## config.mk

```make
export PLATFORM = sky130hd
export DESIGN_NAME = dma_ready_trap
export DESIGN_NICKNAME = d
export VERILOG_FILES = /design/src/rtl/dma_trap_pkg.sv /design/src/rtl/trap_ctl_port.sv /design/src/rtl/trap_addr_decode.sv /design/src/rtl/trap_ready_gate.sv /design/src/rtl/trap_drq_model.sv /design/src/rtl/dma_ready_trap.sv
export SDC_FILE = /design/constraint.sdc
export NUM_CORES = 1
export LEC_CHECK = 0
export ABC_AREA = 1
export BUFFER_PORTS_ARGS = -buffer_cell sky130_fd_sc_hd__buf_2
export CAP_MARGIN = 20
export CORE_ASPECT_RATIO = 2
export CORE_MARGIN = 4
export CORE_UTILIZATION = 55
export CTS_CLUSTER_SIZE = 28
export DETAILED_ROUTE_END_ITERATION = 8
export GPL_ROUTABILITY_DRIVEN = 1
export MAX_ROUTING_LAYER = met4
export PLACE_DENSITY = 0.85
export SLEW_MARGIN = 10
export SYNTH_ARGS = -nofsm -noshare
export SYNTH_HDL_FRONTEND = slang
export SYNTH_SLANG_ARGS = --single-unit
```

## constraint.sdc

```tcl
create_clock -name clk -period 5 [get_ports clk]
set_input_delay 0.5 -clock clk [delete_from_list [all_inputs] [get_ports clk]]
set_output_delay 0.5 -clock clk [all_outputs]
set_load 0.02 [all_outputs]
```

## src/rtl/dma_trap_pkg.sv

```systemverilog
package dma_trap_pkg;
  typedef enum logic {
    XFER_READ  = 1'b0,
    XFER_WRITE = 1'b1
  } xfer_dir_e;

  typedef struct packed {
    logic rd_hit;
    logic wr_hit;
    logic wait_hit;
  } bus_hits_t;
endpackage

```

## src/rtl/trap_ctl_port.sv

```systemverilog
module trap_ctl_port
  import dma_trap_pkg::*;
#(
  parameter int CTL_W      = 16,
  parameter int ARM_BIT    = 14,
  parameter int ACK_BIT    = 4,
  parameter int DIR_BIT    = 0,
  parameter int TMO_BIT    = 6,
  parameter int TMO_CYCLES = 3000,
  localparam int IDX_W     = $clog2(CTL_W),
  localparam int TW        = $clog2(TMO_CYCLES + 1)
) (
  input  logic             clk,
  input  logic             rst_n,
  input  logic             ctl_we,
  input  logic [IDX_W-1:0] ctl_idx,
  input  logic             ctl_val,
  output logic             arm,
  output logic             ack,
  output xfer_dir_e        dir,
  output logic             dir_chg,
  output logic             tmo_active
);
  localparam int NB = 3;
  localparam int BIT_POS [NB] = '{ARM_BIT, ACK_BIT, DIR_BIT};

  logic [NB-1:0] bits_q;
  logic [TW-1:0] tmo_cnt_q;
  logic          trigger;

  // one flop per stored control bit
  for (genvar g = 0; g < NB; g++) begin : g_bit
    always_ff @(posedge clk or negedge rst_n) begin
      if (!rst_n) begin
        bits_q[g] <= 1'b0;
      end else if (ctl_we && (ctl_idx == IDX_W'(BIT_POS[g]))) begin
        bits_q[g] <= ctl_val;
      end
    end
  end

  assign arm     = bits_q[0];
  assign ack     = bits_q[1];
  assign dir     = xfer_dir_e'(bits_q[2]);
  assign dir_chg = ctl_we && (ctl_idx == IDX_W'(DIR_BIT)) && (ctl_val != bits_q[2]);
  assign trigger = ctl_we && (ctl_idx == IDX_W'(TMO_BIT)) && ctl_val;

  // retriggerable timeout timer
  always_ff @(posedge clk or negedge rst_n) begin
    if (!rst_n) begin
      tmo_cnt_q <= '0;
    end else if (trigger) begin
      tmo_cnt_q <= TW'(TMO_CYCLES);
    end else if (tmo_cnt_q != '0) begin
      tmo_cnt_q <= tmo_cnt_q - 1'b1;
    end
  end

  assign tmo_active = (tmo_cnt_q != '0);
endmodule

```

## src/rtl/trap_addr_decode.sv

```systemverilog
module trap_addr_decode
  import dma_trap_pkg::*;
#(
  parameter int              ADDR_W    = 16,
  parameter int              DATA_W    = 8,
  parameter logic [ADDR_W-1:0] WAIT_ADDR = 16'hFE00,
  parameter logic [ADDR_W-1:0] RD_ADDR   = 16'hFE02,
  parameter logic [ADDR_W-1:0] WR_ADDR   = 16'hFE04
) (
  input  logic              clk,
  input  logic              rst_n,
  input  logic [ADDR_W-1:0] bus_addr,
  input  logic              bus_rd,
  input  logic              bus_wr,
  input  logic [DATA_W-1:0] bus_wdata,
  input  logic              ack,
  output logic              wait_hit,
  output logic              dack,
  output logic              dack_wr,
  output logic [DATA_W-1:0] wdata_q
);
  bus_hits_t hits;

  always_comb begin
    hits.rd_hit   = bus_rd && (bus_addr == RD_ADDR);
    hits.wr_hit   = bus_wr && (bus_addr == WR_ADDR);
    hits.wait_hit = (bus_rd || bus_wr) && (bus_addr == WAIT_ADDR);
  end

  assign wait_hit = hits.wait_hit;

  // acknowledge follows the strobe by one edge and drops one edge after it
  always_ff @(posedge clk or negedge rst_n) begin
    if (!rst_n) begin
      dack    <= 1'b0;
      dack_wr <= 1'b0;
      wdata_q <= '0;
    end else begin
      dack    <= hits.rd_hit || hits.wr_hit || ack;
      dack_wr <= hits.wr_hit;
      if (hits.wr_hit) begin
        wdata_q <= bus_wdata;
      end
    end
  end
endmodule

```

## src/rtl/trap_ready_gate.sv

```systemverilog
module trap_ready_gate (
  input  logic clk,
  input  logic rst_n,
  input  logic arm,
  input  logic tmo_active,
  input  logic drq,
  input  logic wait_hit,
  output logic cpu_ready
);
  logic stall_q;
  logic stall_now;

  // a stall lives while armed, timer running and no request; a wait hit opens it
  assign stall_now = arm && tmo_active && !drq && (stall_q || wait_hit);
  assign cpu_ready = !stall_now;

  always_ff @(posedge clk or negedge rst_n) begin
    if (!rst_n) begin
      stall_q <= 1'b0;
    end else begin
      stall_q <= stall_now;
    end
  end
endmodule

```

## src/rtl/trap_drq_model.sv

```systemverilog
module trap_drq_model
  import dma_trap_pkg::*;
#(
  parameter int DATA_W = 8
) (
  input  logic              clk,
  input  logic              rst_n,
  input  xfer_dir_e         dir,
  input  logic              dir_chg,
  input  logic              dack,
  input  logic              dack_wr,
  input  logic [DATA_W-1:0] wdata_q,
  input  logic              sep_valid,
  input  logic [DATA_W-1:0] sep_data,
  output logic              sep_ready,
  output logic              fmt_valid,
  output logic [DATA_W-1:0] fmt_data,
  input  logic              fmt_ready,
  output logic              drq,
  output logic [DATA_W-1:0] rd_data
);
  logic              full_q;
  logic [DATA_W-1:0] buf_q;
  logic              is_wr;

  assign is_wr     = (dir == XFER_WRITE);
  assign sep_ready = !is_wr && !full_q && !dack;
  assign fmt_valid = is_wr && full_q;
  assign fmt_data  = buf_q;
  assign drq       = is_wr ? !full_q : full_q;
  assign rd_data   = (dack && !dack_wr) ? buf_q : '0;

  always_ff @(posedge clk or negedge rst_n) begin
    if (!rst_n) begin
      full_q <= 1'b0;
      buf_q  <= '0;
    end else if (dir_chg) begin
      full_q <= 1'b0;
    end else if (!is_wr) begin
      if (dack) begin
        full_q <= 1'b0;
      end else if (sep_valid && sep_ready) begin
        full_q <= 1'b1;
        buf_q  <= sep_data;
      end
    end else begin
      if (full_q && fmt_ready) begin
        full_q <= 1'b0;
      end else if (!full_q && dack && dack_wr) begin
        full_q <= 1'b1;
        buf_q  <= wdata_q;
      end
    end
  end
endmodule

```

## src/rtl/dma_ready_trap.sv

```systemverilog
module dma_ready_trap
  import dma_trap_pkg::*;
#(
  parameter int                ADDR_W     = 16,
  parameter int                DATA_W     = 8,
  parameter int                CTL_W      = 16,
  parameter int                ARM_BIT    = 14,
  parameter int                ACK_BIT    = 4,
  parameter int                TMO_BIT    = 6,
  parameter int                DIR_BIT    = 0,
  parameter int                TMO_CYCLES = 3000,
  parameter logic [ADDR_W-1:0] WAIT_ADDR  = 16'hFE00,
  parameter logic [ADDR_W-1:0] RD_ADDR    = 16'hFE02,
  parameter logic [ADDR_W-1:0] WR_ADDR    = 16'hFE04,
  localparam int               IDX_W      = $clog2(CTL_W)
) (
  input  logic              clk,
  input  logic              rst_n,
  input  logic [ADDR_W-1:0] bus_addr,
  input  logic              bus_rd,
  input  logic              bus_wr,
  input  logic [DATA_W-1:0] bus_wdata,
  output logic [DATA_W-1:0] bus_rdata,
  output logic              cpu_ready,
  input  logic              ctl_we,
  input  logic [IDX_W-1:0]  ctl_idx,
  input  logic              ctl_val,
  output logic              tmo_active,
  output logic              dack_n,
  output logic              drq,
  input  logic              sep_valid,
  input  logic [DATA_W-1:0] sep_data,
  output logic              sep_ready,
  output logic              fmt_valid,
  output logic [DATA_W-1:0] fmt_data,
  input  logic              fmt_ready
);
  logic              arm_w;
  logic              ack_w;
  xfer_dir_e         dir_w;
  logic              dir_chg_w;
  logic              wait_hit_w;
  logic              dack_w;
  logic              dack_wr_w;
  logic [DATA_W-1:0] wdata_w;

  trap_ctl_port #(
    .CTL_W(CTL_W), .ARM_BIT(ARM_BIT), .ACK_BIT(ACK_BIT),
    .DIR_BIT(DIR_BIT), .TMO_BIT(TMO_BIT), .TMO_CYCLES(TMO_CYCLES)
  ) u_ctl (
    .clk(clk), .rst_n(rst_n), .ctl_we(ctl_we), .ctl_idx(ctl_idx),
    .ctl_val(ctl_val), .arm(arm_w), .ack(ack_w), .dir(dir_w),
    .dir_chg(dir_chg_w), .tmo_active(tmo_active)
  );

  trap_addr_decode #(
    .ADDR_W(ADDR_W), .DATA_W(DATA_W), .WAIT_ADDR(WAIT_ADDR),
    .RD_ADDR(RD_ADDR), .WR_ADDR(WR_ADDR)
  ) u_dec (
    .clk(clk), .rst_n(rst_n), .bus_addr(bus_addr), .bus_rd(bus_rd),
    .bus_wr(bus_wr), .bus_wdata(bus_wdata), .ack(ack_w),
    .wait_hit(wait_hit_w), .dack(dack_w), .dack_wr(dack_wr_w),
    .wdata_q(wdata_w)
  );

  trap_ready_gate u_gate (
    .clk(clk), .rst_n(rst_n), .arm(arm_w), .tmo_active(tmo_active),
    .drq(drq), .wait_hit(wait_hit_w), .cpu_ready(cpu_ready)
  );

  trap_drq_model #(.DATA_W(DATA_W)) u_drq (
    .clk(clk), .rst_n(rst_n), .dir(dir_w), .dir_chg(dir_chg_w),
    .dack(dack_w), .dack_wr(dack_wr_w), .wdata_q(wdata_w),
    .sep_valid(sep_valid), .sep_data(sep_data), .sep_ready(sep_ready),
    .fmt_valid(fmt_valid), .fmt_data(fmt_data), .fmt_ready(fmt_ready),
    .drq(drq), .rd_data(bus_rdata)
  );

  assign dack_n = !dack_w;
endmodule

```

==> results.cfg, run 1 <==
[status]
status = finished, final reports clean

[worst_setup_path]
cp.required_ns = 4.50
end_kind = output pin
worstSetupStartpoint = u_ctl.dir
cp_top_family = flip-flops
path_max_fanout = 14
timing.rr.start = u_ctl.dir
timing.critical_path.buf_inv = 2
path_cells = inv_6 > ha_1 > nor2_1 > nand3_1 > buf_2
cp.arrival_ns = 1.83
path_class = flip-flop to output pin
cpMaxStageDelayCell = dfrtp_1
max_stage_delay_ns = 0.63
startpoint_type = flip-flop

[clock_network]
post_cts_buffers = 0
cts_buffers = 5
cts_hold_buf = 0
clockRootBuffer = clkbuf_8
htreeDepth = 2
cts_tree = built
clock_sinks = 35
cts.path.max_buffers = 2
worst_skew_pair.late_latency_ns = 0.29
cts_resized = 0
clkTransAtPathRegs_ns = 0.07

[synthesis]
yosys_warnings = 0
synthTopCellsByArea = dfrtp_1 42%, nand2_1 15%, inv_1 8.9%, nand3_1 7.6%, nor2_1 6.2%
ys_seq_area_share_pct = 41.5
synthArstFlopShare_pct = 100
ys_types = 31
synth_top_area_share_pct = 41.5
synth_common_cells = 85 x nand2_1, 50 x inv_1, 35 x dfrtp_1, 35 x nor2_1, 32 x nand3_1
avgSynthCellArea_sq_um = 7.17
syn_inst = 294
syn-cell-area_sq_um = 2110
synth_edf_count = 0
syn_nets = 342
synth_area_leader_cell = dfrtp_1
synth_most_common_cell = nand2_1
yosys_most_used_dff = dfrtp_1
ys_seq_elements = 35

[timing]
setup_ws_ns = 2.67
whs_ns = 0.276
worst_slew_pin_slew_ns = 0.771
finalMaxSlewViolations = 0
rsz0062_at_grt = false
fmaxAchievable_ghz = 0.429
slew_headroom_pct = 48.6
timing.final.crit_share_pct = 46.6
min_period_ns = 2.33
skew_ns = 0.00594
hold_violations = 0
setup_violations = 0
fin_setup_tns_ns = 0

[placed_design]
gp_congestion = 0.805
place_hpwl_um = 3750
postPlaceCellArea_sq_um = 2450
portBuffers = 65
placed_cells = 402
place_ws_ns = 3.03

[power_and_ir_drop]
fin_total_pwr_mw = 1.08
p_leak_nw = 1.52
powerDensity_nw_per_um2 = 422
ir_worst_vdd_mv = 0.325

[layout]
instances_no_fill = 410
antenna_cells = 0
syn_to_final_growth_pct = 21.6
nNetsFinal = 408
fin_util_pct = 70.3
stdcell_area_sq_um = 2560
layout-drive-gt1-share_pct = 26.6

[min_path]
hold_path.class = input pin to asynchronous set/reset pin

[global_route]
grtUsageMet1_pct = 19.1
grt_pass1_wl_um = 8270
antenna_found_initial = 0
grt_usage_pct = 22.5
grt_start_max_net_pins = 36
top_usage_layer = met2
grt_pass1_vias = 2091
met3_usage_pct = 5.01
grt_use_met2_pct = 44.3
grt.overflow.total = 0

[floorplanning]
initial_core_util_pct = 57.8
rows = 31
die_h_um = 95.6
fp.dieW_um = 51.8
io_pins = 66
dieArea_sq_um = 4950
core_sq_um = 3650

[run]
timing.max_cap.violations = 0

[drt]
drt_pass1_iterations = 4
routed_wl_um = 4860
num_vias = 2007
ant_nets = 0
drtIter0Drc = 40
wl_per_cell_um = 11.8
vias_per_cell = 4.90
drc = 0
area by class of cell:
| class | instances | area [sq um] |
|---|---|---|
| Clock buffer | 5 | 68.8 |
| Clock inverter | 3 | 43.8 |
| Fill cell | 334 | 1080 |
| Inverter | 55 | 211 |
| Multi-Input combinational cell | 198 | 977 |
| Sequential cell | 35 | 876 |
| Tap cell | 49 | 61.3 |
| Timing Repair Buffer | 65 | 325 |
sequential cells by signal (all words and copies together) (netlist names):
| name | cells |
|---|---|
| u_drq.fmt_data | 8 |
| u_dec.wdata_q | 8 |
| u_gate.stall_q | 1 |
| u_ctl.tmo_cnt_q | 12 |
| u_drq.full_q | 1 |
| u_dec.dack | 1 |
| u_dec.dack_wr | 1 |
| u_ctl.arm | 1 |
| u_ctl.ack | 1 |
| u_ctl.dir | 1 |
cells by family after synthesis:
group	share of synthesized area, %
buffers and inverters	12.1
AOI/OAI and AO/OA	7.42
adders and majority gates	2.37
xor gates and xnor gates	0.831
and+or+nand+nor	35.7
DFF	41.5
layout by cell type, fill, tap and decap left out, types with 5 or more instances in the layout:
| cell type | count |
|---|---|
| nand4_1 | 6 |
| o21ai_2 | 8 |
| nand2_1 | 85 |
| inv_1 | 50 |
| dfrtp_1 | 35 |
| nor2_1 | 35 |
| clkbuf_8 | 5 |
| buf_2 | 65 |
| nand3_1 | 32 |
| o21ai_0 | 5 |
power breakdown:
| part | switching (mW) | leakage, nW | total, mW | internal [mW] |
|---|---|---|---|---|
| Sequential | 0.0652 | 0.439 | 0.424 | 0.359 |
| Clock | 0.106 | 0.0581 | 0.254 | 0.148 |
| Combinational | 0.259 | 1.03 | 0.403 | 0.144 |
| Total | 0.430 | 1.52 | 1.08 | 0.651 |
metal layers:
layer,up-vias,part of all wire [%]
met5,-,0
met4,0,2.5
met1,913,33
met3,14,4.5
li1,1028,-
met2,52,60
final timing paths:
kind	to	slack, ns	cells past startpoint
worst max-delay path	cpu_ready	2.67	5
worst min-delay path	u_drq.full_q	0.28	1
worst max register to register	u_drq.fmt_data[6]	3.27	9
worst min register to register	u_dec.wdata_q[0]	0.48	2
max in group asynchronous	u_ctl.tmo_cnt_q[3]	4.22	1
min in group clk	u_dec.wdata_q[0]	0.45	3
Power figures use the tool's default switching activity.
==> run 2, diff against run 1 <==
ABC_AREA = 0   (was 1)
CORE_UTILIZATION = 50   (was 55)
PLACE_DENSITY = 0.8   (was 0.85)
clock period = 2.4 ns   (was 5 ns; I/O delays follow)
==> results.cfg, run 2 <==
[worst_setup_path]
path_cells = or4_4 > nor4_4 > buf_4 > or4b_1 > buf_6
cp.required_ns = 2.16
timing.critical_path.buf_inv = 2
cp_top_family = simple AND/OR/NAND/NOR gates
timing.rr.start = u_ctl.tmo_cnt_q[5]
path_max_fanout = 6
r2r_slack_ns = 0.32
reg2reg_depth = 5
reg2reg_to = u_ctl.tmo_cnt_q[8]
cpMaxStageDelayCell = or4_4
max_stage_delay_ns = 0.59
path_class = flip-flop to output pin
end_kind = output pin
startpoint_type = flip-flop
cp.arrival_ns = 2.09

[timing]
slew_headroom_pct = 50.1
whs_ns = 0.0158
skew_ns = 0.00591
hold_violations = 0
setup_violations = 0
fmaxAchievable_ghz = 0.430
timing.final.crit_share_pct = 96.9
finalMaxSlewViolations = 0
min_period_ns = 2.33
worst_slew_pin_slew_ns = 0.749

[placed_design]
place_hpwl_um = 3280
placed_cells = 285
postPlaceCellArea_sq_um = 2290
gp_congestion = 0.887
portBuffers = 65

[clock_network]
htreeDepth = 2
cts.path.max_buffers = 2
clockRootBuffer = clkbuf_8
cts_tree = built
worst_skew_pair.late_latency_ns = 0.29
clock_sinks = 35
clkTransAtPathRegs_ns = 0.07
cts_hold_buf = 0
cts_buffers = 5

[floorplanning]
fp.dieW_um = 51.5
io_pins = 66
die_h_um = 94.9
dieArea_sq_um = 4880
initial_core_util_pct = 51.8
rows = 31
core_sq_um = 3650

[drt]
drt_pass1_iterations = 4
num_vias = 1613
wl_per_cell_um = 14.0
ant_nets = 0
vias_per_cell = 5.45
drtIter0Drc = 24
drc = 0
routed_wl_um = 4140

[status]
status = finished, final reports clean

[synthesis]
ys_types = 44
syn_nets = 218
synth_common_cells = 35 x dfrtp_1, 26 x mux2_2, 11 x nor2_1, 8 x and2_1
yosys_most_used_dff = dfrtp_1
synth_edf_count = 0
syn_inst = 170
syn-cell-area_sq_um = 1890
synth_area_leader_cell = dfrtp_1
synth_top_area_share_pct = 46.4
yosys_warnings = 0
ys_seq_area_share_pct = 46.4
synthArstFlopShare_pct = 100
avgSynthCellArea_sq_um = 11.1
synthTopCellsByArea = dfrtp_1 46%, mux2_2 16%, and2_1 2.7%, ha_1 2.7%, nor2_1 2.2%
synth_most_common_cell = dfrtp_1
ys_seq_elements = 35

[min_path]
hold_path.class = input pin to asynchronous set/reset pin

[global_route]
grt_start_max_net_pins = 36
top_usage_layer = met2
grt.overflow.total = 0
met3_usage_pct = 4.74
antenna_found_initial = 0
grt_usage_pct = 18.9
grtUsageMet1_pct = 18.0
grt_pass1_wl_um = 6740
grt_pass1_vias = 1597
grt_use_met2_pct = 34.6

[layout]
antenna_cells = 0
mostFrequentLayoutCell = buf_2
instances_no_fill = 296
stdcell_area_sq_um = 2420
largest_register_ffs = 12
fill_cells = 330
final_cell_mix = 64 x buf_2, 34 x dfrtp_1, 26 x mux2_2
syn_to_final_growth_pct = 28.0
fin_util_pct = 66.3
nNetsFinal = 294
layout-drive-gt1-share_pct = 48.2
top_register = u_ctl.tmo_cnt_q

[power_and_ir_drop]
p_leak_nw = 1.13
powerDensity_nw_per_um2 = 930
ir_worst_vdd_mv = 0.616

[run]
timing.max_cap.violations = 0
-- run 2: cell types whose count changed after synthesis, sizes merged, moves of 4 or more --
| cell | delta |
|---|---|
| a21oi | +4 |
| and2 | +8 |
| buf | -4 |
| inv | -48 |
| mux2 | +26 |
| nand2 | -81 |
| nand2b | +4 |
| nand3 | -28 |
| nor2 | -28 |
| nor3 | +4 |
| o21ai | -8 |
| or4 | +6 |
-- run 2: where the power goes --
group	total (mW)	switching (mW)	leakage (nW)	internal, mW
clock	0.463	0.201	0.0515	0.262
combinational	0.871	0.473	0.649	0.398
sequential	0.913	0.155	0.434	0.758
total	2.25	0.829	1.13	1.42
-- run 2: worst max-delay path by stage --
stage | start | to | depth (start not counted)
after floorplan | u_ctl.dir | cpu_ready | 4
after global placement | bus_addr[0] | cpu_ready | 6
after detailed placement | bus_addr[0] | cpu_ready | 6
after CTS | u_ctl.tmo_cnt_q[9] | cpu_ready | 5
after global routing | u_ctl.tmo_cnt_q[5] | cpu_ready | 5
final | u_ctl.tmo_cnt_q[5] | cpu_ready | 5
-- run 2: logic make-up (layout without fill, tap and decap cells) --
kind of cell / count (synthesis) / after routing / synth area share, %
simple gates: 70 / 70 / 24.3
fa+ha+maj: 4 / 4 / 2.65
xor+xnor: 1 / 1 / 0.464
buf+inv: 9 / 86 / 1.99
mux: 26 / 26 / 15.5
compound gates: 25 / 25 / 8.68
flops: 35 / 35 / 46.4
-- run 2: metal layers --
metal  wire length [um]  up-vias
met1               1490      777
met5                  0        -
met2               2340       48
li1                   -      778
met4                 83        0
met3                223       10
-- run 2: area by class of cell --
type / count / area [sq um] / share of cell area, %
flip-flops and latches: 35 / 877 / 36.3
clock buffers: 8 / 100 / 4.14
multi-input cells: 126 / 975 / 40.3
repair buffers: 71 / 377 / 15.6
inverters: 7 / 26.3 / 1.09
well taps: 49 / 61.3 / 2.54
-- run 2: what timing repair did --
| item | CTS | global route |
|---|---|---|
| gates resized for setup | 0 | 3 |
| endpoints found under the setup margin | 0 | 1 |
| buffers inserted | 0 | 3 |
| hold endpoints to repair | 0 | 0 |
-- run 2: metrics by stage --
stage                     worst slack (ns)  total power, mW  setup TNS (ns)
final                               0.0739             2.25               0
after floorplan                      0.299             1.48               0
after global routing               -0.0223             2.40         -0.0223
after global placement               0.198             1.74               0
after detailed placement             0.193             1.77               0
after CTS                           0.0530             2.24               0
